==> config.mk <==
export PLATFORM = sky130hd
export DESIGN_NAME = serprog_ctrl
export DESIGN_NICKNAME = d
export VERILOG_FILES = /design/src/rtl/serprog_pkg.sv /design/src/rtl/sp_entry_detect.sv /design/src/rtl/sp_addr_counter.sv /design/src/rtl/sp_write_latch.sv /design/src/rtl/serprog_ctrl.sv
export SDC_FILE = /design/constraint.sdc
export NUM_CORES = 1
export LEC_CHECK = 0
export BUFFER_PORTS_ARGS = -buffer_cell sky130_fd_sc_hd__buf_2
export CAP_MARGIN = 20
export CORE_ASPECT_RATIO = 0.9
export CORE_MARGIN = 10
export CORE_UTILIZATION = 30
export DETAILED_ROUTE_END_ITERATION = 10
export PLACE_DENSITY = 0.52
export SLEW_MARGIN = 30
export SYNTH_ARGS = -nofsm -noshare
export SYNTH_HDL_FRONTEND = slang
export SYNTH_SLANG_ARGS = --single-unit
==> constraint.sdc <==
create_clock -name clk -period 4.6 [get_ports clk]
set_clock_uncertainty 0.1 [all_clocks]
set_input_delay 0 -clock clk [delete_from_list [all_inputs] [get_ports clk]]
set_output_delay 0 -clock clk [all_outputs]
set_load 0.1 [all_outputs]
==> src/rtl/serprog_pkg.sv <==
package serprog_pkg;
    typedef enum logic [2:0] {
        OP_RST_ADDR  = 3'd0,
        OP_INC       = 3'd1,
        OP_LOAD_CFG  = 3'd2,
        OP_LOAD_DATA = 3'd3,
        OP_PROG      = 3'd4,
        OP_READ      = 3'd5
    } sp_op_e;
endpackage

==> src/rtl/sp_entry_detect.sv <==
module sp_entry_detect (
    input  logic clk,
    input  logic rst_n,
    input  logic hv_en,
    input  logic ser_clk_in,
    input  logic ser_dat_in,
    output logic active,
    output logic enter,
    output logic leave
);
    typedef struct packed {
        logic active;
        logic hv_prev;
    } ent_t;

    ent_t st_d, st_q;

    always_comb begin
        st_d         = st_q;
        enter        = !st_q.active && hv_en && !st_q.hv_prev && !ser_clk_in && !ser_dat_in;
        leave        = st_q.active && !hv_en;
        st_d.hv_prev = hv_en;
        if (enter)      st_d.active = 1'b1;
        else if (leave) st_d.active = 1'b0;
    end

    always_ff @(posedge clk or negedge rst_n) begin
        if (!rst_n) st_q <= '0;
        else        st_q <= st_d;
    end

    assign active = st_q.active;

    assert_entry_R2: assert property (@(posedge clk) disable iff (!rst_n)
        (!active && hv_en && !st_q.hv_prev && !ser_clk_in && !ser_dat_in) |=> active);
    assert_exit_R4: assert property (@(posedge clk) disable iff (!rst_n)
        (active && !hv_en) |=> !active);
    assert_no_level_entry_R3: assert property (@(posedge clk) disable iff (!rst_n)
        (!active && st_q.hv_prev) |=> !active);
endmodule

==> src/rtl/sp_addr_counter.sv <==
module sp_addr_counter
    import serprog_pkg::*;
#(
    parameter int ADDR_W = 14
) (
    input  logic              clk,
    input  logic              rst_n,
    input  logic              clear,
    input  logic              cmd_en,
    input  logic [2:0]        op,
    output logic [ADDR_W-1:0] pc
);
    localparam int MSB = ADDR_W - 1;
    localparam logic [ADDR_W-1:0] CFG_BASE = {1'b1, {(ADDR_W-1){1'b0}}};

    logic [ADDR_W-1:0] pc_d, pc_q;

    always_comb begin
        pc_d = pc_q;
        if (clear) begin
            pc_d = '0;
        end else if (cmd_en) begin
            case (op)
                OP_RST_ADDR: pc_d = '0;
                OP_INC:      pc_d = {pc_q[MSB], pc_q[MSB-1:0] + 1'b1};
                OP_LOAD_CFG: pc_d = CFG_BASE;
                default:     pc_d = pc_q;
            endcase
        end
    end

    always_ff @(posedge clk or negedge rst_n) begin
        if (!rst_n) pc_q <= '0;
        else        pc_q <= pc_d;
    end

    assign pc = pc_q;

    assert_inc_keeps_space_R6: assert property (@(posedge clk) disable iff (!rst_n)
        (!clear && cmd_en && op == OP_INC) |=> pc_q[MSB] == $past(pc_q[MSB]));
    assert_cfg_base_R7: assert property (@(posedge clk) disable iff (!rst_n)
        (!clear && cmd_en && op == OP_LOAD_CFG) |=> pc_q == CFG_BASE);
    assert_clear_zero_R2: assert property (@(posedge clk) disable iff (!rst_n)
        clear |=> pc_q == '0);
endmodule

==> src/rtl/sp_write_latch.sv <==
module sp_write_latch
    import serprog_pkg::*;
#(
    parameter int ADDR_W = 14,
    parameter int DATA_W = 14,
    parameter int WORDS  = 4
) (
    input  logic                    clk,
    input  logic                    rst_n,
    input  logic                    clear,
    input  logic                    cmd_en,
    input  logic [2:0]              op,
    input  logic [DATA_W-1:0]       data,
    input  logic [ADDR_W-1:0]       pc,
    input  logic                    quad_mode,
    output logic [WORDS*DATA_W-1:0] latch_flat,
    output logic                    prog_stb,
    output logic                    prog_quad,
    output logic [ADDR_W-1:0]       prog_addr,
    output logic                    err,
    output logic                    rd_stb,
    output logic [ADDR_W-1:0]       rd_addr
);
    localparam int LSB_W = $clog2(WORDS);
    localparam int MSB   = ADDR_W - 1;

    typedef struct packed {
        logic [WORDS-1:0][DATA_W-1:0] words;
        logic                         prog;
        logic                         quad;
        logic [ADDR_W-1:0]            paddr;
        logic                         err;
        logic                         rd;
        logic [ADDR_W-1:0]            raddr;
    } wl_t;

    wl_t st_d, st_q;
    logic last_slot;

    assign last_slot = &pc[LSB_W-1:0];

    always_comb begin
        st_d      = st_q;
        st_d.prog = 1'b0;
        st_d.err  = 1'b0;
        st_d.rd   = 1'b0;
        if (clear) begin
            st_d = '0;
        end else if (cmd_en) begin
            case (op)
                OP_LOAD_DATA: st_d.words[pc[LSB_W-1:0]] = data;
                OP_PROG: begin
                    if (!quad_mode) begin
                        st_d.prog  = 1'b1;
                        st_d.quad  = 1'b0;
                        st_d.paddr = pc;
                    end else if (pc[MSB]) begin
                        st_d.err = 1'b1;
                    end else if (last_slot) begin
                        st_d.prog  = 1'b1;
                        st_d.quad  = 1'b1;
                        st_d.paddr = {pc[MSB:LSB_W], {LSB_W{1'b0}}};
                    end
                end
                OP_READ: begin
                    st_d.rd    = 1'b1;
                    st_d.raddr = pc;
                end
                default: ;
            endcase
        end
    end

    always_ff @(posedge clk or negedge rst_n) begin
        if (!rst_n) st_q <= '0;
        else        st_q <= st_d;
    end

    assign latch_flat = st_q.words;
    assign prog_stb   = st_q.prog;
    assign prog_quad  = st_q.quad;
    assign prog_addr  = st_q.paddr;
    assign err        = st_q.err;
    assign rd_stb     = st_q.rd;
    assign rd_addr    = st_q.raddr;

    assert_quad_in_program_space_R11: assert property (@(posedge clk) disable iff (!rst_n)
        (prog_stb && prog_quad) |-> !prog_addr[MSB]);
    assert_quad_base_aligned_R10: assert property (@(posedge clk) disable iff (!rst_n)
        (prog_stb && prog_quad) |-> prog_addr[LSB_W-1:0] == '0);
    assert_single_event_R12: assert property (@(posedge clk) disable iff (!rst_n)
        $onehot0({prog_stb, err, rd_stb}));
    assert_strobe_pulse_R9: assert property (@(posedge clk) disable iff (!rst_n)
        (prog_stb && !cmd_en) |=> !prog_stb);
endmodule

==> src/rtl/serprog_ctrl.sv <==
module serprog_ctrl #(
    parameter int ADDR_W = 14,
    parameter int DATA_W = 14,
    parameter int WORDS  = 4
) (
    input  logic                    clk,
    input  logic                    rst_n,
    input  logic                    hv_en,
    input  logic                    ser_clk_in,
    input  logic                    ser_dat_in,
    input  logic                    cmd_valid,
    input  logic [2:0]              cmd_op,
    input  logic [DATA_W-1:0]       cmd_data,
    input  logic                    quad_mode,
    output logic                    mode_active,
    output logic                    io_hiz,
    output logic                    core_hold,
    output logic [ADDR_W-1:0]       addr,
    output logic [WORDS*DATA_W-1:0] wr_data,
    output logic                    prog_stb,
    output logic                    prog_quad,
    output logic [ADDR_W-1:0]       prog_addr,
    output logic                    err,
    output logic                    rd_stb,
    output logic [ADDR_W-1:0]       rd_addr
);
    logic active, enter, leave, clear, cmd_en;

    sp_entry_detect i_entry (
        .clk(clk), .rst_n(rst_n), .hv_en(hv_en),
        .ser_clk_in(ser_clk_in), .ser_dat_in(ser_dat_in),
        .active(active), .enter(enter), .leave(leave)
    );

    assign clear  = enter | leave;
    assign cmd_en = active & cmd_valid & hv_en;

    sp_addr_counter #(.ADDR_W(ADDR_W)) i_pc (
        .clk(clk), .rst_n(rst_n), .clear(clear), .cmd_en(cmd_en),
        .op(cmd_op), .pc(addr)
    );

    sp_write_latch #(.ADDR_W(ADDR_W), .DATA_W(DATA_W), .WORDS(WORDS)) i_latch (
        .clk(clk), .rst_n(rst_n), .clear(clear), .cmd_en(cmd_en),
        .op(cmd_op), .data(cmd_data), .pc(addr), .quad_mode(quad_mode),
        .latch_flat(wr_data), .prog_stb(prog_stb), .prog_quad(prog_quad),
        .prog_addr(prog_addr), .err(err), .rd_stb(rd_stb), .rd_addr(rd_addr)
    );

    assign mode_active = active;
    assign io_hiz      = active;
    assign core_hold   = active;

    assert_idle_quiet_R13: assert property (@(posedge clk) disable iff (!rst_n)
        !mode_active |=> !(prog_stb || err || rd_stb));
    assert_entry_addr_zero_R2: assert property (@(posedge clk) disable iff (!rst_n)
        $rose(mode_active) |-> (addr == '0 && wr_data == '0));
endmodule

; ---- Word level (Yosys, flattened, before mapping)
; Index checks and enable logic that the tools add are counted.
[word_totals]
ff_bits = 104
latchBits = 0
mem_bits_rw = 0
romBits = 0
n_memories = 0
[classes]
n_addsub = 1
multipliers = 0
div = 0
n_lt_le_gt_ge = 2
eq_ne = 8
shifts = 0
muxes = 18
n_bitwise = 3
reduce_logical = 25
[ops]
columns = operator, count
row1 = 88-bit two-way mux, 2
row2 = 56-bit bitwise mux, 1
row3 = 56-bit two-way mux, 1
row4 = 16-bit two-way mux, 3
row5 = 14-bit two-way mux, 3
row6 = 14-bit case mux with 3 select lines, 1
row7 = 14-bit demux with 2-bit select, 1
row8 = 17-bit two-way mux, 1
row9 = 15-bit two-way mux, 1
row10 = "13-bit by 1-bit adder with 13-bit output, second input constant", 1
row11 = 2-bit nonzero test, 5
row12 = 2-bit AND reduction, 4
row13 = "3-bit by 2-bit equality test with 1-bit output, second input constant", 2
row14 = "3-bit equality test, second input constant", 2
row15 = 1-bit logical AND, 6
row16 = 1-bit logical NOT, 5
row17 = 1-bit two-way mux, 4
row18 = 4-bit AND reduction, 1
row19 = 4-bit nonzero test, 1
row20 = "3-bit by 1-bit equality test with 1-bit output, second input constant", 1
row21 = 3-bit logical NOT, 1
row22 = "2-bit by 3-bit less-than comparator with 1-bit output, second input constant", 1
row23 = "3-bit by 1-bit != test with 1-bit output, second input constant", 1
row24 = "3-bit != test, second input constant", 1
row25 = other kinds (6), 7

; ---- Longest topological paths before layout
; Gate-level depths: netlist of the first run.
[logic_depth]
ltp_word = 8
mapped_depth = 7
ltp_nobuf = 6

; ---- Modules after synthesis
; A second synthesis of the first run with hierarchy kept.
[hier_totals]
hier_cells = 380
hier_area_um2 = 4694.5
[modules_own_cells]
columns = module, n_inst, cells_per_inst, area_each_um2, seq_area_each_um2
row1 = sp_write_latch, 1, 288, 3806.2, 2202.1
row2 = sp_addr_counter, 1, 82, 778.2, 350.3
row3 = sp_entry_detect, 1, 6, 82.6, 50.0
row4 = serprog_ctrl, 1, 4, 27.5, 0.0

; ---- Worst setup path before layout of the first run
; Ideal clock, no wire load.
[synth_path]
kind = register to register
from = register i_pc.pc_q[0], in the netlist i_pc.pc[0]
to = register i_latch.st_q (netlist bit i_latch.prog_addr[2])
t_arrival_ns = 2.454
required_ns = 4.372
slack_ns = 1.918
stages_incl_launch_ff = 6
n_path_buf = 0
period_less_slack_ns = 2.682
cell_sequence = dfrtp_1 > ha_1 > nand2b_1 > a2111oi_2 > nor2_2 > mux2_1
[synth_via]
elab_chain_len = 3
[synth_rtl]
columns = item, line_no
row1 = "start, declared", sp_addr_counter.sv:16  ; logic [ADDR_W-1:0] pc_d, pc_q;
row2 = "start signal, assigned", sp_addr_counter.sv:34  ; else pc_q <= pc_d;
row3 = 2-bit AND reduction, sp_write_latch.sv:40  ; assign last_slot = &pc[LSB_W-1:0];
row4 = 3-bit by 1-bit != test with 1-bit output (no source line), -
row5 = 4-bit AND reduction (no source line), -
row6 = "end signal, assigned", sp_write_latch.sv:76  ; else st_q <= st_d;
row7 = "end, declared", sp_write_latch.sv:37  ; wl_t st_d, st_q;
; No other way between the ends.
; A chain may end at the register's enable or synchronous reset.

; ---- Worst setup path after layout of the first run
[layout_path]
from = register i_entry.st_q (netlist bit i_entry.active)
to = register i_pc.pc_q[13], in the netlist i_pc.pc[13]
[layout_via]
elab_chain_len = 8
[layout_rtl]
columns = item, line_no
row1 = "start, declared", sp_entry_detect.sv:16  ; ent_t st_d, st_q;
row2 = "start signal, assigned", sp_entry_detect.sv:29  ; else st_q <= st_d;
row3 = 1-bit logical NOT, sp_entry_detect.sv:20  ; enter = !st_q.active && hv_en && !st_q.hv_prev && !ser_clk_in && !ser_dat_in;
row4 = 1-bit logical AND (4 in series), sp_entry_detect.sv:20
row5 = 1-bit OR, serprog_ctrl.sv:35  ; assign clear = enter | leave;
row6 = 2-bit != test (no source line) (tied with other cells), -
row7 = 3-bit AND reduction (no source line), -
; Parallel ways exist; a longest one is shown, timed or not.

==> run_results.csv, run 1 <==
group,metric,value,unit
status,status,"finished clean",
floorplanning,die_y,135,um
synth,synthFlopType,"dfrtp_1",
global_routing,grt_pass1_vias,3750,
cells_and_area,fillers,1415,
cells_and_area,antenna_cells,0,
routing,ant_nets,0,
global_routing,grt_overflow,0,
routing,wl_met2,6320,um
setup_path,crit_start,"i_entry.active",
global_routing,grtUsageTotal,0.137,
cells_and_area,post-route-util,0.407,
cts,root_buffer,"clkbuf_16",
global_routing,grt_pass1_wl,21500,um
power,leakage,2.90,nW
cells_and_area,multi_input_area,1610,sq um
synth,yosysSeqAreaShare,0.594,
routing,wire_per_inst,17.8,um
setup_path,cp-start-kind,"register",
routing,highest_layer,"met4",
synth,synth_area,4380,sq um
synth,synth_area_per_cell,10.7,sq um
floorplanning,chipWidth,147,um
cts,ctsResizeCount,0,
placed_design,dp.final_hpwl,9620,um
global_routing,grt_max_degree,79,
timing,period_share,0.557,
synth,synthCells,409,
hold_path,worstHoldStart,"cmd_valid",
cts,post-cts-setup-buffer-count,0,
cts,clk_pin_slew_worst_paths,0.07,ns
timing,tightest_slew,0.832,ns
floorplanning,num_rows,41,
cts,cts_max_path_buffers,2,
cts,cts.sinks,104,
routing,wl_met3,956,um
placed_design,gp_congestion,0.807,
timing,min_period,2.56,ns
timing,slew_violations,0,
cts,cts_tree,"yes",
synth,yosysWarnings,0,
synth,synth-edff-count,0,
synth,async_reset_ff_frac,1.00,
synth,syn-num-nets,438,
cts,clock_latency,0.35,ns
setup_path,critPathMaxFanout,14,
timing,relSlewSlack,0.446,
floorplanning,pin_count,129,
setup_path,cp.required,4.79,ns
setup_path,crit_slowest_cell,"dfrtp_1",
synth,ys_types,42,
setup_path,cp_slowest_stage_delay,0.63,ns
setup_path,r2r_start,"i_entry.active",
cells_and_area,area_growth,31.6,%
timing,tns,0,ns
cts,h-tree-depth,3,
setup_path,crit_chain,"nand4b_2 -> nor2_1 -> nand2_1 -> dlygate4sd3_1 -> a21oi_1 -> dlygate4sd3_1",
power,ir_drop,0.000193,V
timing,fmax,390,MHz
power,power_density,333,nW/um^2
cells_and_area,final_common_cell,"buf_2",
cells_and_area,drive_gt1_frac,0.294,
timing,rsz0062_at_grt,"false",
cts,cts-buffers-inserted,9,
job,drv_cap,0,
routing,wirelength_met1,6000,um
routing,dr.pass1.iters,4,
setup_path,path_buf_inv,2,
routing,drt_iter0_drc,213,
setup_path,crit_type,"reg -> reg",
routing,vias_per_cell,4.82,
cells_and_area,nNetsFinal,585,
routing,drc,0,
global_routing,antenna_found_initial,0,
setup_path,cp_data_arrival_time,2.75,ns
timing,finalHoldViolations,0,
setup_path,path_common_cell,"dlygate4sd3_1",
cells_and_area,regArea,2600,sq um
placed_design,port_buffers,128,
hold_path,hold_class,"in -> reg",
routing,routed_wl,13400,um
routing,vias,3634,
floorplanning,start_util,0.309,
floorplanning,dieArea,19800,sq um
cells_and_area,mostFrequentLayoutCells,"127 x buf_2, 104 x dfrtp_1, 96 x nand2_1, 53 x o21ai_0, 42 x a22o_1",
synth,synth_seq_cells,104,
floorplanning,fp.coreArea,14200,sq um
setup_path,end_kind,"register",
timing,setup_viol,0,
setup_path,crit_family,"buffers and inverters",
## repair_timing
action | in CTS | in global routing
hold endpoints to repair | 140 | 0
hold buffers | 25 | 0
endpoints found under the setup margin | 0 | 0
## stage by stage
stage          cell area, sq um  hold WS (ns)  instances  power, mW  setup slack [ns]
6_report                   5770         0.131        754       1.92              2.04
5_1_grt                    5770         0.164        754       2.00              1.87
4_1_cts                    5770         0.116        754       1.95              2.04
3_5_place_dp               5190      -0.00827        713       1.08              2.16
3_3_place_gp               5180         0.119        713       1.08              2.25
2_1_floorplan              4380        -0.396        409       1.02              1.92
## sequential cells by signal, summed over array words and instances (netlist names)
| signal | cells |
|---|---|
| i_latch.prog_stb | 1 |
| i_latch.rd_stb | 1 |
| i_entry.active | 1 |
| i_latch.err | 1 |
| i_latch.rd_addr | 14 |
| i_latch.latch_flat | 56 |
| i_latch.prog_addr | 14 |
| i_entry.st_q | 1 |
| i_pc.pc | 14 |
| i_latch.prog_quad | 1 |
## Yosys cell counts, types with 2 or more instances
cell type	count	share of area
nor2_1	8	0.0069
nand3_1	8	0.0091
buf_2	11	0.013
a22o_1	42	0.084
a21oi_1	12	0.014
nand2_1	96	0.082
or3_1	11	0.016
nor2_2	2	0.0029
and3_1	2	0.0029
clkbuf_1	4	0.0034
nor3_2	3	0.0069
a31oi_1	2	0.0029
buf_6	3	0.0077
ha_1	5	0.014
buf_4	5	0.0086
dfrtp_1	104	0.59
nand2b_1	4	0.0057
inv_1	8	0.0069
nor4_1	2	0.0029
o21ai_0	53	0.061
nand4_1	3	0.0043
## worst min-delay path: cells and delay by family
family	cells	cell delay (ns)
buf+inv	2	0.32
simple gates	1	0.13
compound gates	1	0.07
## area by class of cell
cell class / count / area share
clock buffer: 10 / 0.0414
clock inverter: 6 / 0.0156
inverter: 8 / 0.00521
multi-input combinational: 273 / 0.280
sequential: 104 / 0.451
tap: 193 / 0.0419
timing repair buffer: 160 / 0.165
## metal layers
layer	global-route usage	up-vias
met1	0.173	1780
met2	0.219	114
met4	0.0341	0
met5	0	-
met3	0.0494	9
li1	-	1731
## power breakdown
group | total [mW] | switching (mW) | internal (mW)
clock network | 0.843 | 0.348 | 0.495
registers | 0.926 | 0.00654 | 0.920
logic | 0.150 | 0.115 | 0.0359
total | 1.92 | 0.469 | 1.45
## logic make-up (layout without fill, tap and decap cells)
group                      after synthesis  after routing  share of synthesized area
adders and majority gates                5              5                     0.0143
and+or+nand+nor                        148            148                      0.160
AOI/OAI and AO/OA                      118            118                      0.186
DFF                                    104            104                      0.594
muxes                                    2              2                    0.00514
buffers and inverters                   32            184                     0.0403
## path summary, 6_finish.rpt
kind	end	depth (start not counted)	slack, ns
worst max register to register	i_pc.pc[13]	6	2.04
min in group asynchronous	i_latch.latch_flat[15]	2	0.15
worst max-delay path	i_pc.pc[13]	6	2.04
max in group asynchronous	i_pc.pc[2]	3	3.40
worst min-delay path	i_latch.prog_stb	4	0.13
worst min register to register	i_latch.prog_addr[7]	1	0.39
Power figures use the tool's default switching activity.
==> run 2: changes to the inputs <==
--- a/config.mk
+++ b/config.mk
@@ -11,7 +11,7 @@
 export CORE_MARGIN = 10
 export CORE_UTILIZATION = 30
 export DETAILED_ROUTE_END_ITERATION = 10
-export PLACE_DENSITY = 0.52
+export PLACE_DENSITY = 0.54
 export SLEW_MARGIN = 30
 export SYNTH_ARGS = -nofsm -noshare
 export SYNTH_HDL_FRONTEND = slang
==> constraint.sdc (replaced) <==
create_clock -name clk -period 2.2 [get_ports clk]
set_clock_uncertainty 0.1 [all_clocks]
set_input_delay 0 -clock clk [delete_from_list [all_inputs] [get_ports clk]]
set_output_delay 0 -clock clk [all_outputs]
set_load 0.1 [all_outputs]
==> run 2 against run 1 <==
Combinational power increased by 110%. Clock power rose by 86%. Register-to-register slack got worse by 1.9 ns. Largest power group unchanged. Worst setup slack got worse by 1.9 ns. Routed wire length is 0.24% lower.
==> run_results.csv, run 2 (same netlist as run 1, synthesis figures left out) <==
group,metric,value,unit
setup_path,crit_slowest_cell,"nor2_2",
routing,routed_wl,13400,um
cells_and_area,antenna_cells,0,
routing,wire_per_inst,17.6,um
placed_design,dp.final_hpwl,9520,um
placed_design,port_buffers,128,
cts,post-cts-setup-buffer-count,0,
setup_path,cp_slowest_stage_delay,0.56,ns
routing,ant_nets,0,
job,drv_cap,0,
global_routing,antenna_found_initial,0,
floorplanning,start_util,0.309,
timing,tightest_slew,0.681,ns
power,power_density,661,nW/um^2
floorplanning,die_y,135,um
cts,cts_max_path_buffers,2,
cells_and_area,fillers,1416,
global_routing,grt_pass1_vias,3943,
cells_and_area,largest_register_ffs,56,
cts,cts_tree,"yes",
cells_and_area,mostFrequentLayoutCells,"127 x buf_2, 96 x nand2_1, 96 x dfrtp_1, 53 x o21ai_0, 42 x a22o_1",
placed_design,gp_congestion,0.813,
cts,cts-buffers-inserted,9,
global_routing,grtUsageTotal,0.137,
power,combinationalPowerShare,0.084,
hold_path,holdPathEnd,"i_pc.pc[13]",
setup_path,end_kind,"register",
power,clkPwrFrac,0.410,
power,p_sw,0.958,mW
cells_and_area,final_common_cell,"buf_2",
timing,finalHoldViolations,0,
cts,root_buffer,"clkbuf_16",
timing,period_share,0.924,
routing,vias_per_cell,4.89,
cts,clock_latency,0.35,ns
cts,h-tree-depth,3,
power,switching_share,0.250,
floorplanning,fp.coreArea,14200,sq um
setup_path,cp-start-kind,"register",
cells_and_area,drive_gt1_frac,0.316,
power,ir_drop,0.000407,V
placed_design,place_ws,0.191,ns
timing,setup_viol,0,
timing,relSlewSlack,0.546,
global_routing,grt_overflow,0,
setup_path,ff2ff_path_depth,5,
floorplanning,chipWidth,147,um
timing,fmax,492,MHz
setup_path,crit_type,"reg -> reg",
routing,drc,0,
cts,clk_pin_slew_worst_paths,0.07,ns
power,p_seq_frac,0.505,
setup_path,cp.required,2.34,ns
global_routing,grt_pass1_wl,22000,um
timing,rsz0062_at_grt,"false",
timing,final.setup.worst_slack,0.168,ns
setup_path,critPathMaxFanout,14,
timing,tns,0,ns
power,finalPower,3.83,mW
floorplanning,pin_count,129,
hold_path,worstHoldStart,"ser_clk_in",
setup_path,path_buf_inv,0,
hold_path,whs_path_depth,4,
routing,dr.pass1.iters,4,
power,leakage,2.89,nW
floorplanning,num_rows,41,
setup_path,r2r_start,"i_pc.pc[0]",
hold_path,hold_class,"in -> reg",
power,p_int,2.87,mW
timing,slew_violations,0,
routing,drt_iter0_drc,245,
timing,min_period,2.03,ns
cells_and_area,nNetsFinal,590,
setup_path,crit_family,"simple AND/OR/NAND/NOR gates",
status,status,"finished clean",
setup_path,reg2reg_to,"i_latch.prog_addr[2]",
setup_path,cp_data_arrival_time,2.17,ns
setup_path,crit_chain,"ha_2 -> nand2b_1 -> a2111oi_2 -> nor2_2 -> mux2_1",
global_routing,grt_max_degree,105,
cts,cts.sinks,104,
floorplanning,dieArea,19800,sq um
cells_and_area,post-route-util,0.409,
setup_path,rrSetupSlack,0.17,ns
routing,vias,3711,
cells_and_area,area_growth,32.2,%
==> run 2: layout make-up <==
type	instances	area [sq um]	area share
inverter	8	30.0	0.00518
sequential	104	2620	0.452
tap	193	241	0.0417
timing repair buffer	165	993	0.172
clock inverter	3	23.8	0.00410
multi-input combinational	273	1620	0.279
clock buffer	13	270	0.0467
==> run 2: metal layers <==
metal  global-route usage  up-vias  share of wire
li1                     -     1743              -
met1                0.170     1838           0.45
met2                0.221      117           0.47
met3               0.0504       13          0.072
met4               0.0358        0         0.0094
met5                    0        -              0
==> run 2: power by group through the flow <==
stage          sequential [mW]  combinational [mW]  clock, mW
6_report                  1.93               0.322       1.57
5_1_grt                   1.94               0.349       1.70
4_1_cts                   1.93               0.327       1.61
3_5_place_dp              1.97               0.297          0
3_3_place_gp              1.97               0.293          0
2_1_floorplan             2.05              0.0908          0
==> run 2: repair_timing <==
| action | in CTS | in global routing |
|---|---|---|
| endpoints found under the hold margin | 167 | 0 |
| resized for setup | 0 | 0 |
| hold buffers | 24 | 0 |
==> run 2: worst register-to-register path, delay by kind of cell (launching register included) <==
family / cells / cell delay, ns
multiplexers: 1 / 0.38
AND/OR/NAND/NOR: 2 / 0.68
adder cells (fa/ha/maj): 1 / 0.19
flip-flops: 1 / 0.48
AO/OA/AOI/OAI: 1 / 0.10
==> run 2: through the flow <==
| step | hold slack [ns] | instance area (sq um) | cells |
|---|---|---|---|
| floorplan | -0.396 | 4400 | 409 |
| global placement | 0.0142 | 5260 | 719 |
| detailed placement | 0.0177 | 5260 | 719 |
| CTS | 0.0245 | 5790 | 759 |
| global route | 0.0626 | 5790 | 759 |
| finish | 0.0314 | 5790 | 759 |
==> run 2: how the worst max path moves through the flow <==
stage,from,cells past startpoint,slack (ns),to
2_1_floorplan,i_pc.pc[13],4,-0.002,i_latch.prog_addr[2]
3_3_place_gp,i_pc.pc[0],5,0.24,i_latch.prog_addr[2]
3_5_place_dp,i_pc.pc[0],5,0.19,i_latch.prog_addr[2]
4_1_cts,i_pc.pc[0],5,0.16,i_latch.prog_addr[2]
5_1_grt,i_entry.active,4,0.01,i_latch.prog_addr[2]
6_report,i_pc.pc[0],5,0.17,i_latch.prog_addr[2]
